$ cat src/rtl/hdpwm_pkg.sv
package hdpwm_pkg;

  // Strobes sent from the control module to the ring datapath
  typedef struct packed {
    logic advance;  // move the token one stage
    logic reseed;   // put the token back on stage 0, clear the output
    logic setOut;   // period start: raise the output
    logic clrOut;   // duty reached: lower the output
  } strobe_t;

endpackage

$ cat src/rtl/hdpwm_ring.sv
module hdpwm_ring
  import hdpwm_pkg::*;
#(
  parameter int RING_STAGES = 32,
  localparam int FINE_BITS = $clog2(RING_STAGES)
) (
  input  logic                 clk,
  input  logic                 rst,
  input  strobe_t              strobes,
  input  logic [FINE_BITS-1:0] fineSel,
  output logic                 atStart,
  output logic                 lastStage,
  output logic                 tapHit,
  output logic                 pwmOut,
  output logic                 tick
);

  logic [RING_STAGES-1:0] tokenRing;
  logic                   outQ;
  logic                   tickQ;

  // One-hot token ring; each stage hands the token to the next
  always_ff @(posedge clk) begin
    if (rst || strobes.reseed) begin
      tokenRing <= RING_STAGES'(1);
    end else if (strobes.advance) begin
      tokenRing <= {tokenRing[RING_STAGES-2:0], tokenRing[RING_STAGES-1]};
    end
  end

  assign atStart   = tokenRing[0];
  assign lastStage = tokenRing[RING_STAGES-1];
  assign tapHit    = tokenRing[fineSel];

  // Output set/reset latch and revolution tick
  always_ff @(posedge clk) begin
    if (rst || strobes.reseed) begin
      outQ  <= 1'b0;
      tickQ <= 1'b0;
    end else begin
      tickQ <= strobes.advance && lastStage;
      if (strobes.setOut) begin
        outQ <= 1'b1;
      end else if (strobes.clrOut) begin
        outQ <= 1'b0;
      end
    end
  end

  assign pwmOut = outQ;
  assign tick   = tickQ;


  token_onehot_chk: assert property (@(posedge clk) disable iff (rst)
    $countones(tokenRing) == 1);


  reseed_home_chk: assert property (@(posedge clk) disable iff (rst)
    strobes.reseed |=> (tokenRing[0] && !outQ && !tickQ));


  period_rise_chk: assert property (@(posedge clk) disable iff (rst)
    strobes.setOut |=> outQ);


  duty_fall_chk: assert property (@(posedge clk) disable iff (rst)
    (strobes.clrOut && !strobes.setOut && !strobes.reseed) |=> !outQ);

endmodule

$ cat src/rtl/hdpwm_ctrl.sv
module hdpwm_ctrl
  import hdpwm_pkg::*;
#(
  parameter int RING_STAGES = 32,
  parameter int CNT_BITS    = 3,
  parameter int DUTY_MIN    = 8,
  parameter int DUTY_MAX    = 249,
  localparam int FINE_BITS = $clog2(RING_STAGES),
  localparam int DUTY_BITS = CNT_BITS + FINE_BITS
) (
  input  logic                 clk,
  input  logic                 rst,
  input  logic                 run,
  input  logic [DUTY_BITS-1:0] dutyIn,
  input  logic                 atStart,
  input  logic                 lastStage,
  input  logic                 tapHit,
  output strobe_t              strobes,
  output logic [FINE_BITS-1:0] fineSel
);

  localparam logic [DUTY_BITS-1:0] MIN_V = DUTY_BITS'(DUTY_MIN);
  localparam logic [DUTY_BITS-1:0] MAX_V = DUTY_BITS'(DUTY_MAX);

  logic [CNT_BITS-1:0]  coarseCnt;
  logic [DUTY_BITS-1:0] dutyQ;
  logic [DUTY_BITS-1:0] dutyClamped;
  logic                 periodStart;
  logic                 coarseMatch;

  always_comb begin
    if (dutyIn < MIN_V) begin
      dutyClamped = MIN_V;
    end else if (dutyIn > MAX_V) begin
      dutyClamped = MAX_V;
    end else begin
      dutyClamped = dutyIn;
    end
  end

  assign periodStart = atStart && (coarseCnt == '0);
  assign coarseMatch = (coarseCnt == dutyQ[DUTY_BITS-1:FINE_BITS]);
  assign fineSel     = dutyQ[FINE_BITS-1:0];

  always_comb begin
    strobes.advance = run;
    strobes.reseed  = !run;
    strobes.setOut  = run && periodStart;
    strobes.clrOut  = run && !periodStart && coarseMatch && tapHit;
  end

  // Coarse counter steps once per revolution
  always_ff @(posedge clk) begin
    if (rst || !run) begin
      coarseCnt <= '0;
    end else if (lastStage) begin
      coarseCnt <= coarseCnt + 1'b1;
    end
  end

  // Duty captured only at the period start
  always_ff @(posedge clk) begin
    if (rst) begin
      dutyQ <= MIN_V;
    end else if (run && periodStart) begin
      dutyQ <= dutyClamped;
    end
  end


  duty_range_chk: assert property (@(posedge clk) disable iff (rst)
    (dutyQ >= MIN_V) && (dutyQ <= MAX_V));


  duty_hold_chk: assert property (@(posedge clk) disable iff (rst)
    !(run && periodStart) |=> $stable(dutyQ));


  cnt_clear_chk: assert property (@(posedge clk) disable iff (rst)
    !run |=> (coarseCnt == '0));

endmodule

$ cat src/rtl/hybrid_dpwm.sv
module hybrid_dpwm
  import hdpwm_pkg::*;
#(
  parameter int RING_STAGES = 32,
  parameter int CNT_BITS    = 3,
  parameter int DUTY_MIN    = 8,
  parameter int DUTY_MAX    = 249,
  localparam int FINE_BITS = $clog2(RING_STAGES),
  localparam int DUTY_BITS = CNT_BITS + FINE_BITS
) (
  input  logic                 clk,
  input  logic                 rst,
  input  logic                 run,
  input  logic [DUTY_BITS-1:0] dutyIn,
  output logic                 pwmOut,
  output logic                 tick
);

  strobe_t              strobes;
  logic [FINE_BITS-1:0] fineSel;
  logic                 atStart;
  logic                 lastStage;
  logic                 tapHit;

  hdpwm_ctrl #(
    .RING_STAGES(RING_STAGES),
    .CNT_BITS   (CNT_BITS),
    .DUTY_MIN   (DUTY_MIN),
    .DUTY_MAX   (DUTY_MAX)
  ) u_ctrl (
    .clk      (clk),
    .rst      (rst),
    .run      (run),
    .dutyIn   (dutyIn),
    .atStart  (atStart),
    .lastStage(lastStage),
    .tapHit   (tapHit),
    .strobes  (strobes),
    .fineSel  (fineSel)
  );

  hdpwm_ring #(
    .RING_STAGES(RING_STAGES)
  ) u_ring (
    .clk      (clk),
    .rst      (rst),
    .strobes  (strobes),
    .fineSel  (fineSel),
    .atStart  (atStart),
    .lastStage(lastStage),
    .tapHit   (tapHit),
    .pwmOut   (pwmOut),
    .tick     (tick)
  );


  tick_idle_chk: assert property (@(posedge clk) disable iff (rst)
    tick |=> !tick);

endmodule

$ cat config.mk
export PLATFORM = sky130hd
export DESIGN_NAME = hybrid_dpwm
export DESIGN_NICKNAME = d
export VERILOG_FILES = /design/src/rtl/hdpwm_pkg.sv /design/src/rtl/hdpwm_ring.sv /design/src/rtl/hdpwm_ctrl.sv /design/src/rtl/hybrid_dpwm.sv
export SDC_FILE = /design/constraint.sdc
export NUM_CORES = 1
export LEC_CHECK = 0
export BUFFER_PORTS_ARGS = -buffer_cell sky130_fd_sc_hd__buf_2
export CAP_MARGIN = 15
export CORE_MARGIN = 1
export CORE_UTILIZATION = 62
export CTS_CLUSTER_SIZE = 14
export DETAILED_ROUTE_END_ITERATION = 16
export PLACE_DENSITY_LB_ADDON = 0.15
export RECOVER_POWER = 25
export SETUP_SLACK_MARGIN = 0.02
export SLEW_MARGIN = 20
export SYNTH_ARGS = -nofsm -noshare
export SYNTH_HDL_FRONTEND = slang
export SYNTH_SLANG_ARGS = --single-unit
$ cat constraint.sdc
create_clock -name clk -period 4 [get_ports clk]
set_input_delay 1 -clock clk [delete_from_list [all_inputs] [get_ports clk]]
set_output_delay 1 -clock clk [all_outputs]
set_load 0.01 [all_outputs]
==> impl_metrics.tcl <==
set metrics [dict create \
    outcome "finished clean" \
    finalSetupViolCount 0 \
    overflow 0 \
    synth_edf_count 0 \
    peakVddDrop_uv 428 \
    htreeDepth 2 \
    start_kind "input port" \
    numPortBuffers 12 \
    worstPathMaxFanout 34 \
    fillerInstances 210 \
    post-place-ws_ns 1.89 \
    clock.fmax_ghz 0.444 \
    synthCells 164 \
    synthArstFlopShare_pct 0 \
    fin_setup_tns_ns 0 \
    cts_hold_buf 0 \
    hold_path_class "register to register" \
    path_clk_slew_ns 0.11 \
    critPathArrivalTime_ns 2.54 \
    num_antenna_cells 0 \
    syn_nets 177 \
    cp.required_ns 4.29 \
    worst_slack_ns 1.75 \
    ios 13 \
    num_rows 18 \
    cts_buffers 5 \
    synth-main-ff-cell "dfxtp_1" \
    die_y_um 55.1 \
    synth.area.top_cells "dfxtp_1 52%, and2_1 12%, mux2i_1 9.7%" \
    worstSetupEndpointType "register" \
    ant_nets 0 \
    wire_per_inst_um 14.0 \
    clk_path_buf_depth 2 \
    place_congestion 0.720 \
    synth_area_um2 1750 \
    via_per_inst 5.54 \
    finalCritPeriodShare_pct 56.3 \
    yosysUniqueCellTypes 29 \
    final_util_pct 73.2 \
    cts-root-buf "clkbuf_4" \
    drc 0 \
    synth.largest_area_cell "dfxtp_1" \
    hold_viol_final 0 \
    postSynthAreaPerCell_um2 10.7 \
    detailed_place_hpwl_um 2010 \
    maxCapViolCount 0 \
    path_class "input port to register" \
    wl_um 2900 \
    instances_no_fill 207 \
    cts_resized 0 \
    finalCriticalPeriod_ns 2.25 \
    synth_warnings 0 \
    ys_seq_area_share_pct 51.5 \
    r2r_setup_slack_ns 1.85 \
    rsz0062_at_grt "no" \
    grt_use_total_pct 22.3 \
    fin_skew_ns 0.00819 \
    clkSinkCount 45 \
    vias 1147 \
    nNetsFinal 189 \
    layout-drive-gt1-share_pct 12.4 \
    max-slew-margin-rel_pct 32.4 \
    report.final.slew_viol_count 0 \
    placed_cells 199 \
    grt_max_degree 35 \
    drtIter0Drc 17 \
    worstMarginPinSlew_ns 1.01 \
    start_util_pct 68.1 \
    tritoncts "yes" \
    dr.pass1.iters 4 \
    die_w_um 55.1 \
    syn_to_final_growth_pct 7.52 \
    cts_setup_buffers 0 \
    clock_latency_ns 0.36 \
    antenna_found_initial 0 \
    p_per_area_nw_per_um2 420 \
    netlist.area_leader.share_pct 51.5 \
    core_um2 2570 \
    p_leak_nw 0.722 \
    grt_pass1_wl_um 4370 \
    die_area_um2 3040 \
    grt_pass1_vias 987 \
    ys_ff_latch 45 \
]
==> per-layer routing <==
| metal | share of wire (%) | vias to the layer above | track usage (%) |
|---|---|---|---|
| met5 | 0 | - | 0 |
| met4 | 2.3 | 0 | 14.6 |
| met3 | 4.3 | 8 | 7.38 |
| met2 | 48 | 23 | 32.9 |
| met1 | 46 | 539 | 27.6 |
| li1 | - | 577 | - |
==> cells in the mapped netlist, drive strengths merged (3+ instances only) <==
library cell  count
a21oi             8
and2             33
clkbuf            6
dfxtp            45
inv               3
mux2i            17
mux4              4
nand2            14
nor2              7
xor2              3
==> worst paths after layout <==
check                                     from  depth (start not counted)                                 to
min reg2reg  u_ring.tokenRing[16]$_SDFFE_PP0P_                          1  u_ring.tokenRing[17]$_SDFFE_PP0P_
min          u_ring.tokenRing[16]$_SDFFE_PP0P_                          1  u_ring.tokenRing[17]$_SDFFE_PP0P_
max                                        rst                          5         u_ring.pwmOut$_SDFFE_PP0P_
max reg2reg       u_ctrl.dutyQ[0]$_SDFFE_PP0P_                          4         u_ring.pwmOut$_SDFFE_PP0P_
==> cells in the final DEF (no fill, tap or decap), types with 2 or more instances in the layout <==
cell / synthesis / final
mux4_2: 4 / 4
nor2_1: 7 / 7
mux2i_1: 17 / 17
nor2b_1: 2 / 2
buf_2: 0 / 11
xnor2_1: 2 / 2
clkbuf_4: 0 / 5
xor2_1: 3 / 3
ha_1: 2 / 2
clkbuf_1: 6 / 3
nand2b_1: 2 / 2
dfxtp_1: 45 / 45
a21oi_1: 8 / 8
inv_1: 3 / 3
nand2_1: 14 / 14
and2_1: 33 / 33
nand4_1: 2 / 2
==> worst max-delay path, stage by stage <==
cell,delay (ns)
clkbuf_1,0.21
nor2b_1,0.17
clkbuf_1,0.77
o21ai_0,0.22
a31oi_1,0.18
==> cells by family after synthesis <==
kind of cell | after synthesis | synth area share (%)
buf+inv | 11 | 3.72
mux | 21 | 14.9
compound gates | 13 | 4.58
simple gates | 67 | 21.3
fa+ha+maj | 2 | 1.43
xor+xnor | 5 | 2.51
flops | 45 | 51.5
==> state kept, by name, summed over array words and instances, names as in the netlist <==
signal,flops
u_ctrl.coarseCnt,3
u_ring.pwmOut,1
u_ring.tick,1
u_ring.tokenRing,32
u_ctrl.dutyQ,8
==> layout make-up <==
cell class	count	area [µm²]	area share, %
clock inverters	1	30.0	1.60
flip-flops and latches	45	901	47.9
clock buffers	7	55.1	2.93
repair buffers	13	62.6	3.33
well taps	30	37.5	2.00
multi-input cells	108	782	41.6
inverters	3	11.3	0.599
==> report_power, final <==
group	switching [mW]	internal, mW	total, mW
Sequential	0.0107	0.454	0.465
Combinational	0.0201	0.0199	0.0400
Clock	0.136	0.149	0.285
==> stage by stage <==
stage	total power, mW	instance area, µm²	hold WS (ns)
6_report	0.790	1880	0.468
5_1_grt	0.820	1880	0.491
2_1_floorplan	0.504	1750	0.429
3_3_place_gp	0.513	1800	0.437
4_1_cts	0.795	1880	0.473
3_5_place_dp	0.516	1800	0.439
No activity file was read; power rests on OpenSTA's default activity.
